## src/rtl/quad_timer.sv

```systemverilog
module quad_timer #(
  parameter int CNT_W       = 16,
  parameter int SYNC_STAGES = 2
) (
  input  logic             clk,
  input  logic             rst_n,
  input  logic             count_en,
  input  logic             phase_a,
  input  logic             phase_b,
  input  logic             wr_en,
  input  logic [1:0]       addr,
  input  logic [CNT_W-1:0] wdata,
  output logic [CNT_W-1:0] rdata,
  output logic             wrap_flag,
  output logic             step_err
);

  localparam logic [CNT_W-1:0] ONE  = {{(CNT_W-1){1'b0}}, 1'b1};
  localparam logic [CNT_W-1:0] ZERO = '0;
  localparam logic [CNT_W-1:0] FULL = '1;

  logic [SYNC_STAGES-1:0] sync_a, sync_b;
  logic                   a_prev, b_prev;
  logic [CNT_W-1:0]       cnt_q;
  logic [6:0]             mode_q;

  always_ff @(posedge clk or negedge rst_n) begin
    if (!rst_n) begin
      sync_a <= '0;
      sync_b <= '0;
      a_prev <= 1'b0;
      b_prev <= 1'b0;
    end else begin
      sync_a <= {sync_a[SYNC_STAGES-2:0], phase_a};
      sync_b <= {sync_b[SYNC_STAGES-2:0], phase_b};
      a_prev <= sync_a[SYNC_STAGES-1];
      b_prev <= sync_b[SYNC_STAGES-1];
    end
  end

  wire a_cur    = sync_a[SYNC_STAGES-1];
  wire b_cur    = sync_b[SYNC_STAGES-1];
  wire a_chg    = a_cur ^ a_prev;
  wire b_chg    = b_cur ^ b_prev;
  wire phase_on = mode_q[6];
  wire ovf_only = mode_q[5];

  wire legal_step = phase_on & (a_chg ^ b_chg);
  wire illegal    = phase_on & a_chg & b_chg;
  wire step_up    = a_chg ? (a_cur ^ b_cur) : (b_cur ~^ a_cur);

  wire count_up = phase_on ? (legal_step & step_up) : count_en;
  wire count_dn = legal_step & ~step_up;

  wire cnt_wr  = wr_en & (addr == 2'd0);
  wire mode_wr = wr_en & (addr == 2'd1);
  wire stat_wr = wr_en & (addr == 2'd2);

  wire ovf      = count_up & (cnt_q == FULL);
  wire unf      = count_dn & (cnt_q == ZERO);
  wire wrap_set = ~cnt_wr & (ovf | (unf & ~ovf_only));

  always_ff @(posedge clk or negedge rst_n) begin
    if (!rst_n) begin
      cnt_q     <= '0;
      mode_q    <= '0;
      wrap_flag <= 1'b0;
      step_err  <= 1'b0;
    end else begin
      if (cnt_wr)        cnt_q <= wdata;
      else if (count_up) cnt_q <= cnt_q + ONE;
      else if (count_dn) cnt_q <= cnt_q - ONE;
      if (mode_wr) mode_q <= wdata[6:0];
      wrap_flag <= wrap_set | (wrap_flag & ~(stat_wr & ~wdata[0]));
      step_err  <= illegal  | (step_err  & ~(stat_wr & ~wdata[1]));
    end
  end

  always_comb begin
    case (addr)
      2'd0:    rdata = cnt_q;
      2'd1:    rdata = {{(CNT_W-8){1'b0}}, 1'b1, mode_q};
      2'd2:    rdata = {{(CNT_W-2){1'b0}}, step_err, wrap_flag};
      default: rdata = '0;
    endcase
  end

endmodule

```

## config.mk

```make
export PLATFORM = sky130hd
export DESIGN_NAME = quad_timer
export DESIGN_NICKNAME = d
export VERILOG_FILES = /design/src/rtl/quad_timer.sv
export SDC_FILE = /design/constraint.sdc
export NUM_CORES = 1
export LEC_CHECK = 0
export ABC_AREA = 1
export CAP_MARGIN = 0
export CORE_ASPECT_RATIO = 0.5
export CORE_UTILIZATION = 30
export CTS_CLUSTER_DIAMETER = 120
export DETAILED_ROUTE_END_ITERATION = 8
export MAX_ROUTING_LAYER = met4
export PLACE_DENSITY = 0.56
export SLEW_MARGIN = 20
export SYNTH_ARGS = -nofsm -noshare
export SYNTH_HDL_FRONTEND = slang
export SYNTH_SLANG_ARGS = --single-unit
```

## constraint.sdc

```tcl
create_clock -name clk -period 5.7 [get_ports clk]
set_input_delay 0.855 -clock clk [delete_from_list [all_inputs] [get_ports clk]]
set_output_delay 0.855 -clock clk [all_outputs]
set_load 0.02 [all_outputs]
```

After elaboration in Yosys (flattened, before gate mapping)
Cells that the tools add are included.
{ "word_totals": {"elab_cells": 53, "input_bits": 24, "regBits": 31, "output_inout_bits": 18} }
{ "classes": {"reduce_logical": 3, "bitwise": 31, "n_eq_ne": 3, "n_mux": 6, "add_sub_neg": 2} }
{ "op_table": {"columns": ["cell", "n"], "rows": [
  ["two-way mux 16 bit", 3],
  ["one-hot mux 16 bit (3 select lines)", 1],
  ["adder 16 x 1 -> 16 bit (second input constant)", 1],
  ["bitwise AND 1 bit", 16],
  ["equality test 16 bit (second input constant)", 1],
  ["zero test 16 bit", 1],
  ["subtractor 16 x 1 -> 16 bit (second input constant)", 1],
  ["NOT 1 bit", 7],
  ["bitwise XOR 1 bit", 4],
  ["bitwise OR 1 bit", 3],
  ["nonzero test 3 bit", 1],
  ["equality test 2 x 1 -> 1 bit (second input constant)", 1],
  ["equality test 2 bit (second input constant)", 1],
  ["zero test 2 bit", 1],
  ["two-way mux 1 bit", 2],
  ["bitwise XNOR 1 bit", 1]
]} }

Longest topological paths before layout
{ "logic_depth": {"ltp_word": 9, "ltp_mapped": 22, "ltp_nobuf": 21} }

Worst setup path before layout
Ideal clock, no wire load.
{ "synth_timing": {"path_kind": "input to output", "from": "input port addr[0]", "to": "output port rdata[5]", "path_stages": 4, "required_time_ps": 4845, "path_buffers": 1, "arrival_ps": 1668, "path_slack_ps": 3177, "cell_sequence": "nor2_1 > inv_1 > clkbuf_1 > o22ai_1"} }
{ "synth_between": {"elab_chain_cells": 2, "word_cells_on_any_way": 4, "cone_classes": "eq/ne (2); mux (1); reduce/logical (1)"} }
{ "synth_rtl": {"columns": ["element", "line", "rtl"], "rows": [
  ["start: declaration", "11", "input logic [1:0] addr,"],
  ["equality test 2 bit (tied with other cells)", "80", "case (addr)"],
  ["one-hot mux 16 bit (3 select lines) (*)", "80", null],
  ["end: declaration", "13", "output logic [CNT_W-1:0] rdata,"]
]} }
Every way passes the cells marked *; elsewhere a longest branch is shown, timed or not.

Final worst setup path
{ "layout_timing": {"from": "input port addr[0]", "to": "output port rdata[6]"} }
The elaborated chain is that of the path after synthesis.

==> results_dict.tcl <==
set metrics [dict create \
    status "finished, final reports clean" \
    grt_overflow 0 \
    synthesis.area_mm2 0.00257 \
    p_leak_uw 0.00157 \
    cp-end-kind "primary output" \
    h-tree-depth 2 \
    track_usage_pct 19.9 \
    drc 0 \
    antenna_cells 0 \
    cp.arrival_ns 2.84 \
    required_ns 4.85 \
    cts_tree "done" \
    synth_top_area_share_pct 30.1 \
    ctsResizeCount 0 \
    synth-main-ff-cell "dfrtp_1" \
    routedWlPerCell_um 15.0 \
    ir_drop_v 0.000126 \
    timing.hold.worst_path_depth 0 \
    power_uw 1470 \
    rsz0062_at_grt "false" \
    nets 453 \
    start_util_pct 31.6 \
    synth_async_sr_flop_share_pct 100 \
    synth_edf_count 0 \
    synthToLayoutAreaGrowth_pct 24.8 \
    r2r_slack_ns 2.95 \
    first_iter_violations 212 \
    clkTransAtPathRegs_ns 0.05 \
    fmax_ghz 0.270 \
    path_class "in2out" \
    yosys_warnings 0 \
    dpl.hpwl_um 5970 \
    fp.dieH_um 67.5 \
    placed_area_mm2 0.00305 \
    clk_latency_ns 0.28 \
    drv_cap 0 \
    fin_tns_setup_ns 0 \
    reg2reg_depth 21 \
    power.density_mw_per_mm2 457 \
    cts_setup_buffers 0 \
    syn_avg_cell_area_um2 6.62 \
    drt_wl_total_um 8080 \
    yosysSeqAreaShare_pct 30.1 \
    setup_violations 0 \
    synthCells 389 \
    postRouteAntennaNets 0 \
    antenna_found_initial 0 \
    path_max_fanout 7 \
    cts_hold_buf 0 \
    multi_input_area_mm2 0.00147 \
    clkSinkCount 31 \
    nFillCells 876 \
    dieWidth_um 133 \
    synth_area_leaders "dfrtp_1 30%, nand2_1 16%, inv_1 8.9%" \
    worstMarginPinSlew_ns 0.667 \
    firstDrtPassIters 5 \
    viasPerCell 4.99 \
    io_pins 42 \
    register_area_um2 776 \
    ys_seq_elements 31 \
    fin_worst_skew_ns 0.00666 \
    grt_start_max_net_pins 32 \
    yosysTopAreaCell "dfrtp_1" \
    drive_gt1_share_pct 11.9 \
    max_slew_margin_pct 55.0 \
    clockBufferDepth 2 \
    period_minus_slack_ns 3.70 \
    startpoint_type "input port" \
    rows 23 \
    postLayoutCellArea_mm2 0.00321 \
    port-buffer-count 41 \
    synth_fp_nets 414 \
    slew_viol_final 0 \
    hold_violations 0 \
    die_area_mm2 0.00898 \
    clk_root_buffer_cell "clkbuf_16" \
    grt_pass1_vias 2546 \
    cts_made_buffers 5 \
    finalWeightedCongestion 0.881 \
    core-area_mm2 0.00814 \
    grt_pass1_wl_um 13200 \
    hp-class "reg2reg" \
    num_vias 2694 \
    period_share_pct 64.9 \
    synth.distinct_cells 36 \
]
==> path summary, 6_finish.rpt <==
| path | endpoint | from |
|---|---|---|
| max | rdata[6] | addr[0] |
| min | sync_a[1] | sync_a[0] |
| max reg2reg | cnt_q[8] | sync_a[1] |
| min reg2reg | sync_a[1] | sync_a[0] |
| max in group asynchronous | step_err | rst_n |
| min in group asynchronous | cnt_q[13] | rst_n |
==> cell families (layout without fill, tap and decap cells) <==
family                     Yosys count  after routing  synth area share (%)
DFF                                 31             31                  30.1
and+or+nand+nor                    221            221                  40.8
adders and majority gates            1              1                 0.486
buffers and inverters               76            115                  12.7
AOI/OAI and AO/OA                   53             53                  13.5
xor gates and xnor gates             7              7                  2.38
==> layout make-up <==
cell class / instances / share of cell area (%)
clock buffer: 6 / 4.01
clock inverter: 1 / 0.935
inverter: 66 / 7.79
multi-input combinational: 282 / 45.8
sequential: 31 / 24.1
tap: 112 / 4.36
timing repair buffer: 42 / 13.0
==> state kept, by name, summed over array words and instances, names as in the netlist <==
register,flops
wrap_flag,1
mode_q,7
a_prev,1
sync_a,2
cnt_q,16
sync_b,2
step_err,1
b_prev,1
==> power breakdown <==
group,leakage [uW],switching (uW),internal (uW)
registers,0.000377,111,288
clock network,0.0000769,98.8,204
logic,0.00112,496,269
total,0.00157,706,761
==> metrics by stage <==
step / hold slack [ns] / worst slack, ns / cells / util (%)
floorplan: 0.331 / 3.18 / 389 / -
global placement: 0.333 / 2.00 / 533 / 37.5
detailed placement: 0.339 / 1.99 / 533 / 37.5
CTS: 0.350 / 1.99 / 540 / 39.5
finish: 0.347 / 2.00 / 540 / 39.5
global route: 0.355 / 1.88 / 540 / 39.5
==> worst max-delay path: stages <==
cell	delay [ns]
clkdlybuf4s50_1	0.49
inv_1	0.09
nor2_1	0.50
inv_1	0.13
o22ai_1	0.15
clkdlybuf4s50_1	0.63
==> cells in the mapped netlist (all sizes together), types with 2 or more instances <==
library cell / number
o41ai: 6
nor4: 4
nor3: 2
clkbuf: 5
inv: 65
nand3: 44
buf: 5
o21bai: 4
a21oi: 3
xor2: 7
nand4: 4
nand2: 138
dfrtp: 31
o21ai: 27
nor2: 29
o221ai: 3
o22ai: 6
==> cell usage in the layout, fill, tap and decap left out, drive strengths merged <==
| cell | instances |
|---|---|
| a21oi | 3 |
| o21a | 1 |
| clkdlybuf4s50 | 41 |
| nor4 | 4 |
| o31ai | 1 |
| inv | 65 |
| xor2 | 7 |
| o22ai | 6 |
| o221ai | 3 |
| clkinv | 1 |
| buf | 1 |
| nor3 | 2 |
| o21bai | 4 |
| dfrtp | 31 |
| nand3 | 44 |
| nand4 | 4 |
| bufinv | 1 |
| nand2 | 138 |
| o211ai | 1 |
| nor2 | 29 |
| ha | 1 |
| a41oi | 1 |
| clkbuf | 6 |
| o41ai | 6 |
| o21ai | 27 |
==> layer usage <==
metal | wire, um | GRT usage, %
met1 | 4100 | 27.3
met3 | 452 | 2.70
met4 | 148 | 6.18
met2 | 3380 | 30.4
met5 | 0 | -
Note: power is estimated with default switching activity, not from simulation.
